`src/rtl/vrr_pkg.sv`:
```
package vrr_pkg;
  localparam int DEF_VW  = 8;
  localparam int DEF_HW  = 8;
  localparam int DEF_MFW = 4;

  typedef enum logic [1:0] {
    END_NONE    = 2'd0,
    END_NATURAL = 2'd1,
    END_TRIGGER = 2'd2
  } vrr_end_e;
endpackage

```
`src/rtl/vrr_shadow_regs.sv`:
```
module vrr_shadow_regs #(
  parameter int VW  = 8,
  parameter int HW  = 8,
  parameter int MFW = 4
) (
  input  logic           clk,
  input  logic           rst,
  input  logic           load,
  input  logic           i_vrr_en,
  input  logic [1:0]     i_trig_mask,
  input  logic [VW-1:0]  i_vmin,
  input  logic [VW-1:0]  i_vmax,
  input  logic [VW-1:0]  i_vmid,
  input  logic           i_mid_en,
  input  logic [MFW-1:0] i_mid_frames,
  input  logic [VW-1:0]  i_stop_line,
  input  logic [HW-1:0]  i_extra,
  input  logic [VW-1:0]  i_vbs,
  output logic           s_vrr_en,
  output logic [1:0]     s_trig_mask,
  output logic [VW-1:0]  s_vmin,
  output logic [VW-1:0]  s_vmax,
  output logic [VW-1:0]  s_vmid,
  output logic           s_mid_en,
  output logic [MFW-1:0] s_mid_frames,
  output logic [VW-1:0]  s_stop_line,
  output logic [HW-1:0]  s_extra,
  output logic [VW-1:0]  s_vbs
);
  // Capture during reset and at each frame boundary.
  always_ff @(posedge clk) begin
    if (rst || load) begin
      s_vrr_en     <= i_vrr_en;
      s_trig_mask  <= i_trig_mask;
      s_vmin       <= i_vmin;
      s_vmax       <= i_vmax;
      s_vmid       <= i_vmid;
      s_mid_en     <= i_mid_en;
      s_mid_frames <= i_mid_frames;
      s_stop_line  <= i_stop_line;
      s_extra      <= i_extra;
      s_vbs        <= i_vbs;
    end
  end
endmodule

```
`src/rtl/vrr_trig_latch.sv`:
```
module vrr_trig_latch #(
  parameter int MASK_W   = 2,
  parameter int TRIG_BIT = 1
) (
  input  logic              clk,
  input  logic              rst,
  input  logic              trig_in,
  input  logic              vrr_en,
  input  logic [MASK_W-1:0] mask,
  input  logic              clr,
  output logic              pend
);
  localparam logic [MASK_W-1:0] SEL = MASK_W'(1) << TRIG_BIT;

  logic trig_ok;
  assign trig_ok = trig_in && vrr_en && (|(mask & SEL));

  always_ff @(posedge clk) begin
    if (rst)          pend <= 1'b0;
    else if (trig_ok) pend <= 1'b1;
    else if (clr)     pend <= 1'b0;
  end


  pend_clr_chk: assert property (@(posedge clk) disable iff (rst)
    (clr && !trig_ok) |=> !pend);
endmodule

```
`src/rtl/vrr_line_engine.sv`:
```
module vrr_line_engine
  import vrr_pkg::*;
#(
  parameter int VW  = 8,
  parameter int HW  = 8,
  parameter int MFW = 4
) (
  input  logic           clk,
  input  logic           rst,
  input  logic           line_stb,
  input  logic           pend,
  input  logic           s_vrr_en,
  input  logic [VW-1:0]  s_vmin,
  input  logic [VW-1:0]  s_vmax,
  input  logic [VW-1:0]  s_vmid,
  input  logic           s_mid_en,
  input  logic [VW-1:0]  s_stop_line,
  input  logic [HW-1:0]  s_extra,
  input  logic [VW-1:0]  s_vbs,
  input  logic           n_mid_en,
  input  logic [MFW-1:0] n_mid_frames,
  input  logic [VW-1:0]  n_vbs,
  output logic           frame_end,
  output logic [VW-1:0]  vcount_q,
  output logic [HW-1:0]  hold_q,
  output logic           frame_start_q,
  output logic           vblank_q
);
  logic [MFW-1:0] mid_left_q;
  logic           holding, trig_end, nat_end;
  logic [VW-1:0]  lim;
  logic [VW-1:0]  vc_nxt, vbs_nxt;
  vrr_end_e       end_kind;

  assign holding  = (vcount_q == s_stop_line) && (hold_q != s_extra);
  assign lim      = (s_mid_en && (mid_left_q != '0)) ? s_vmid : s_vmax;
  assign trig_end = s_vrr_en && pend && (vcount_q >= s_vmin);
  assign nat_end  = !holding && (vcount_q >= lim);

  always_comb begin
    end_kind = END_NONE;
    if (line_stb) begin
      if (trig_end)     end_kind = END_TRIGGER;
      else if (nat_end) end_kind = END_NATURAL;
    end
  end

  assign frame_end = (end_kind != END_NONE);
  assign vc_nxt    = frame_end ? '0 :
                     (line_stb && !holding) ? vcount_q + 1'b1 : vcount_q;
  assign vbs_nxt   = frame_end ? n_vbs : s_vbs;

  always_ff @(posedge clk) begin
    if (rst) begin
      vcount_q      <= '0;
      hold_q        <= '0;
      frame_start_q <= 1'b0;
      vblank_q      <= 1'b0;
      mid_left_q    <= n_mid_en ? n_mid_frames : '0;
    end else begin
      vcount_q      <= vc_nxt;
      frame_start_q <= frame_end;
      vblank_q      <= (vc_nxt >= vbs_nxt);
      if (frame_end)                hold_q <= '0;
      else if (line_stb && holding) hold_q <= hold_q + 1'b1;
      if (frame_end) begin
        if (n_mid_en && !s_mid_en)    mid_left_q <= n_mid_frames;
        else if (mid_left_q != '0)    mid_left_q <= mid_left_q - 1'b1;
      end
    end
  end


  idle_stable_chk: assert property (@(posedge clk) disable iff (rst)
    !line_stb |=> ($stable(vcount_q) && $stable(hold_q)));

  hold_freeze_chk: assert property (@(posedge clk) disable iff (rst)
    (line_stb && holding && !frame_end) |=>
      ($stable(vcount_q) && hold_q == $past(hold_q) + 1'b1));

  hold_bound_chk: assert property (@(posedge clk) disable iff (rst)
    hold_q <= s_extra);

  fs_zero_chk: assert property (@(posedge clk) disable iff (rst)
    frame_start_q |-> (vcount_q == '0 && hold_q == '0));
endmodule

```
`src/rtl/vrr_vcount_gen.sv`:
```
module vrr_vcount_gen
  import vrr_pkg::*;
#(
  parameter int VW  = DEF_VW,
  parameter int HW  = DEF_HW,
  parameter int MFW = DEF_MFW
) (
  input  logic           clk,
  input  logic           rst,
  input  logic           line_stb,
  input  logic           trig_in,
  input  logic           cfg_vrr_en,
  input  logic [1:0]     cfg_trig_mask,
  input  logic [VW-1:0]  cfg_vmin,
  input  logic [VW-1:0]  cfg_vmax,
  input  logic [VW-1:0]  cfg_vmid,
  input  logic           cfg_mid_en,
  input  logic [MFW-1:0] cfg_mid_frames,
  input  logic [VW-1:0]  cfg_stop_line,
  input  logic [HW-1:0]  cfg_extra,
  input  logic [VW-1:0]  cfg_vblank_start,
  output logic [VW-1:0]  vcount,
  output logic [HW-1:0]  hold_cnt,
  output logic           frame_start,
  output logic           vblank
);
  logic           s_vrr_en, s_mid_en, pend, frame_end;
  logic [1:0]     s_trig_mask;
  logic [VW-1:0]  s_vmin, s_vmax, s_vmid, s_stop_line, s_vbs;
  logic [HW-1:0]  s_extra;
  logic [MFW-1:0] s_mid_frames;

  vrr_shadow_regs #(.VW(VW), .HW(HW), .MFW(MFW)) u_shadow (
    .clk(clk), .rst(rst), .load(frame_end),
    .i_vrr_en(cfg_vrr_en), .i_trig_mask(cfg_trig_mask),
    .i_vmin(cfg_vmin), .i_vmax(cfg_vmax), .i_vmid(cfg_vmid),
    .i_mid_en(cfg_mid_en), .i_mid_frames(cfg_mid_frames),
    .i_stop_line(cfg_stop_line), .i_extra(cfg_extra), .i_vbs(cfg_vblank_start),
    .s_vrr_en(s_vrr_en), .s_trig_mask(s_trig_mask),
    .s_vmin(s_vmin), .s_vmax(s_vmax), .s_vmid(s_vmid),
    .s_mid_en(s_mid_en), .s_mid_frames(s_mid_frames),
    .s_stop_line(s_stop_line), .s_extra(s_extra), .s_vbs(s_vbs)
  );

  vrr_trig_latch #(.MASK_W(2), .TRIG_BIT(1)) u_trig (
    .clk(clk), .rst(rst), .trig_in(trig_in), .vrr_en(s_vrr_en),
    .mask(s_trig_mask), .clr(frame_end), .pend(pend)
  );

  vrr_line_engine #(.VW(VW), .HW(HW), .MFW(MFW)) u_engine (
    .clk(clk), .rst(rst), .line_stb(line_stb), .pend(pend),
    .s_vrr_en(s_vrr_en), .s_vmin(s_vmin), .s_vmax(s_vmax), .s_vmid(s_vmid),
    .s_mid_en(s_mid_en), .s_stop_line(s_stop_line), .s_extra(s_extra),
    .s_vbs(s_vbs), .n_mid_en(cfg_mid_en), .n_mid_frames(cfg_mid_frames),
    .n_vbs(cfg_vblank_start), .frame_end(frame_end),
    .vcount_q(vcount), .hold_q(hold_cnt),
    .frame_start_q(frame_start), .vblank_q(vblank)
  );

  // The shadow copy of the middle-frame count is captured for symmetry but
  // the engine loads its countdown from the incoming value at the boundary.
  logic unused_ok;
  assign unused_ok = ^s_mid_frames;


  vblank_chk: assert property (@(posedge clk) disable iff (rst)
    (!frame_start && $past(!frame_start)) |-> (vblank == (vcount >= s_vbs)));
endmodule

```
`config.mk`:
```
export PLATFORM = sky130hd
export DESIGN_NAME = vrr_vcount_gen
export DESIGN_NICKNAME = d
export VERILOG_FILES = /design/src/rtl/vrr_pkg.sv /design/src/rtl/vrr_shadow_regs.sv /design/src/rtl/vrr_trig_latch.sv /design/src/rtl/vrr_line_engine.sv /design/src/rtl/vrr_vcount_gen.sv
export SDC_FILE = /design/constraint.sdc
export NUM_CORES = 1
export LEC_CHECK = 0
export BUFFER_PORTS_ARGS = -buffer_cell sky130_fd_sc_hd__buf_4
export CORE_MARGIN = 2
export CORE_UTILIZATION = 48
export DETAILED_ROUTE_END_ITERATION = 8
export GPL_TIMING_DRIVEN = 0
export PLACE_DENSITY = 0.68
export SYNTH_ARGS = -nofsm -noshare
export SYNTH_HDL_FRONTEND = slang
export SYNTH_SLANG_ARGS = --single-unit
```
`constraint.sdc`:
```
create_clock -name clk -period 5.47 [get_ports clk]
set_clock_uncertainty 0.2 [all_clocks]
set_input_delay 1.094 -clock clk [delete_from_list [all_inputs] [get_ports clk]]
set_output_delay 1.094 -clock clk [all_outputs]
set_load 0.02 [all_outputs]
```
==> flow_summary.json <==
{
  "io_pins": 78,
  "syn2layout_area_growth_pct": 27.22,
  "ctsRootBufferMaster": "clkbuf_8",
  "post-place-cells": 453,
  "worstSetupStartpoint": "u_engine.mid_left_q[0]",
  "routed_wl_mm": 6.685,
  "grt_util_met2": 0.2663,
  "diodes": 0,
  "place_hpwl_mm": 4.833,
  "crit_type": "flip-flop to flip-flop",
  "cts_tree": "done",
  "ctsHoldBuffers": 0,
  "grt_max_degree": 40,
  "die_y_um": 90.21,
  "met1_usage": 0.2519,
  "dr.pass1.iters": 4,
  "die_area_mm2": 0.008137,
  "synth_edf_count": 55,
  "crit_chain": "inv_1 -> ha_1 -> nand2b_1 -> o21ai_1 -> mux2_2 -> ha_1 -> nor2b_1 -> o21ai_0 -> nand4_1 -> a211oi_2 -> a21o_1 -> buf_6 -> mux2_1 -> ha_1 -> nand2b_1 -> a21o_1 -> a21oi_1 -> nor2b_1 -> o2111ai_1 -> a211oi_1",
  "die_x_um": 90.21,
  "reg2regPathDepth": 20,
  "clockPowerShare": 0.413,
  "htreeDepth": 3,
  "finalSetupTns_ns": 0,
  "regArea_mm2": 0.002032,
  "timing.fmax_ghz": 0.2096,
  "rows": 31,
  "grt_pass1_wl_mm": 11.45,
  "slew_viol_final": 0,
  "seqPwrFrac": 0.499,
  "crit_path_top_delay_cell": "o21ai_1",
  "core_mm2": 0.007214,
  "yosysTopAreaCell": "edfxtp_1",
  "tightest_slew_ns": 0.9190,
  "final_nets": 452,
  "multi_input_area_mm2": 0.001435,
  "yosysTopAreaCellShare": 0.4630,
  "cp_top_family": "compound AO/OA/AOI/OAI gates",
  "drc_errors": 0,
  "crit_buf_inv": 2,
  "gr-usage-met3": 0.06203,
  "comb_power_share": 0.088,
  "hp-class": "flip-flop to flip-flop",
  "switching_share": 0.1968,
  "cts_sinks": 74,
  "place_ws_ns": 0.6985,
  "slowest_delay_ns": 0.72,
  "cp_max_fo": 8,
  "insertion_delay_ns": 0.34,
  "cp_data_arrival_time_ns": 4.76,
  "hold_depth": 2,
  "slew_headroom": 0.3833,
  "drt_iter0_drc": 134,
  "period_minus_slack_ns": 4.770,
  "setup_violations": 0,
  "grt_remaining_overflow": 0,
  "path_clk_slew_ns": 0.07,
  "synth_common_cells": "55 x edfxtp_1, 27 x ha_1, 19 x dfxtp_1, 17 x xnor2_1, 16 x mux2i_1",
  "synthSimpleGateAreaFrac": 0.1221,
  "grt_use_total": 0.1807,
  "vias": 2365,
  "synthCells": 277,
  "cp.depth": 20,
  "grt_pass1_vias": 2424,
  "max-vdd-ir-drop_mv": 0.1787,
  "cts_inserted_buffers": 9,
  "status": "finished, final reports clean",
  "place_area_mm2": 0.004284,
  "internal-power_mw": 1.040,
  "post_cts_buffers": 0,
  "yosysMostFrequentCell": "edfxtp_1",
  "cts_resized": 0,
  "setup_ws_ns": 0.7000,
  "end_kind": "flip-flop",
  "synth_compound_area_frac": 0.05507,
  "required_ns": 5.46,
  "worst_path_most_repeated_cell": "ha_1",
  "instances_no_fill": 468,
  "synthArstFlopShare": 0,
  "seq_area_frac_synth": 0.5696,
  "gp_congestion": 0.7890,
  "io_buffers": 76,
  "gr-max-usage-layer": "met2",
  "synthXorXnorAreaFrac": 0.07857,
  "yosysWarnings": 0,
  "yosysUniqueCellTypes": 39,
  "cts_max_path_buffers": 2,
  "synthAdderAreaFrac": 0.09470,
  "hold_viol": 0,
  "drv_cap": 0,
  "ant_nets": 0,
  "wl_per_cell_um": 14.28,
  "leakage_nw": 1.987,
  "rsz0062_at_grt": "no",
  "synth.ff_latch_count": 74,
  "netlist_top_cells_area": "edfxtp_1 46%, dfxtp_1 11%, ha_1 9.5%",
  "synth_fp_nets": 364,
  "viasPerCell": 5.053,
  "start_util": 0.4945,
  "antenna_found_initial": 0,
  "n_fill_cell": 596,
  "ys.flop_type": "edfxtp_1",
  "fin_crit_sh": 0.8720,
  "min-delay-start": "u_trig.pend",
  "synth_mux_area_frac": 0.05121,
  "syn-cell-area_mm2": 0.003567,
  "avgSynthCellArea_um2": 12.88,
  "start_kind": "flip-flop",
  "finalInstanceArea_mm2": 0.004538,
  "p_sw_mw": 0.2549,
  "drive_above_1_share": 0.2900,
  "cellPowerDensity_mw_per_mm2": 285.4,
  "r2r_start": "u_engine.mid_left_q[0]",
  "synth_top_family_by_area": "simple AND/OR/NAND/NOR gates"
}
power groups by stage:
stage	Sequential (mW)	Combinational, mW	Clock, mW
after global routing	0.650	0.129	0.567
after global placement	0.660	0.109	0
after floorplan	0.658	0.0595	0
after CTS	0.647	0.115	0.546
after detailed placement	0.659	0.114	0
final	0.646	0.114	0.535
layer usage:
layer / vias up / part of all wire / wire length (µm)
met1: 1113 / 0.48 / 3210
li1: 1190 / - / -
met5: - / 0 / 0
met2: 58 / 0.46 / 3042
met3: 4 / 0.055 / 366
met4: 0 / 0.0099 / 66
worst register-to-register path, cell delays in order (launching register included):
cell and delay [ns]:
edfxtp_1 0.41, inv_1 0.08, ha_1 0.18, nand2b_1 0.09, o21ai_1 0.72, mux2_2 0.42, ha_1 0.27, nor2b_1 0.04
o21ai_0 0.18, nand4_1 0.14, a211oi_2 0.25, a21o_1 0.12, buf_6 0.14, mux2_1 0.34, ha_1 0.27, nand2b_1 0.14
a21o_1 0.17, a21oi_1 0.13, nor2b_1 0.06, o2111ai_1 0.18, a211oi_1 0.10
worst paths after layout:
| kind | slack, ns | end |
|---|---|---|
| setup / recovery | 0.70 | u_engine.vblank_q |
| hold / removal | 0.38 | u_trig.pend |
| setup reg to reg | 0.70 | u_engine.vblank_q |
| hold reg to reg | 0.38 | u_trig.pend |
metrics by stage:
step,utilization,total power [mW],hold WS (ns)
final,0.6290,1.295,0.3788
after global routing,0.6290,1.346,0.4079
after CTS,0.6290,1.308,0.3796
after detailed placement,0.5938,0.7730,0.3691
after global placement,0.5907,0.7696,0.3638
after floorplan,-,0.7174,0.3222
registers in the layout (all words and copies together) (netlist names):
signal                  flops
u_shadow.s_trig_mask        1
u_shadow.s_mid_en           1
u_shadow.s_vmax             8
u_shadow.s_vmid             8
u_engine.vcount_q           8
u_shadow.s_stop_line        8
u_shadow.s_vbs              8
u_shadow.s_vrr_en           1
u_shadow.s_vmin             8
u_trig.pend                 1
u_shadow.s_extra            8
u_engine.hold_q             8
u_engine.mid_left_q         4
u_engine.vblank_q           1
u_engine.frame_start_q      1
placed cells by master, fill, tap and decap left out, types with 2 or more instances in the layout:
master / count
xor2_1: 15
dfxtp_1: 19
xnor2_1: 17
nor3_1: 14
bufinv_16: 4
clkbuf_8: 9
or3b_2: 2
nor4_1: 4
nor2_1: 13
a211oi_1: 2
o21ai_0: 6
inv_1: 12
nand4_1: 6
buf_6: 4
buf_4: 76
nand2b_1: 6
a211oi_2: 2
mux2i_1: 16
clkbuf_1: 2
and4_1: 2
ha_1: 27
nand3_1: 4
edfxtp_1: 55
nor3_2: 3
a21o_1: 6
and2_1: 2
clkinv_2: 2
nor2b_1: 2
a21oi_1: 5
and3_1: 5
nand2_1: 13
layout make-up:
cell class	instances	area share
Tap cell	99	0.02730
Multi-Input combinational cell	184	0.3162
Clock buffer	9	0.02730
Timing Repair Buffer	77	0.1301
Buffer	7	0.01268
Clock inverter	6	0.02867
Sequential cell	74	0.4478
Inverter	12	0.009926
logic make-up (layout without fill, tap and decap cells):
family / after synthesis / in the layout
AND/OR/NAND/NOR: 79 / 79
multiplexers: 18 / 18
AO/OA/AOI/OAI: 28 / 28
XOR/XNOR: 32 / 32
flip-flops: 74 / 74
buffers and inverters: 19 / 111
adder cells (fa/ha/maj): 27 / 27
Power figures use the tool's default switching activity.
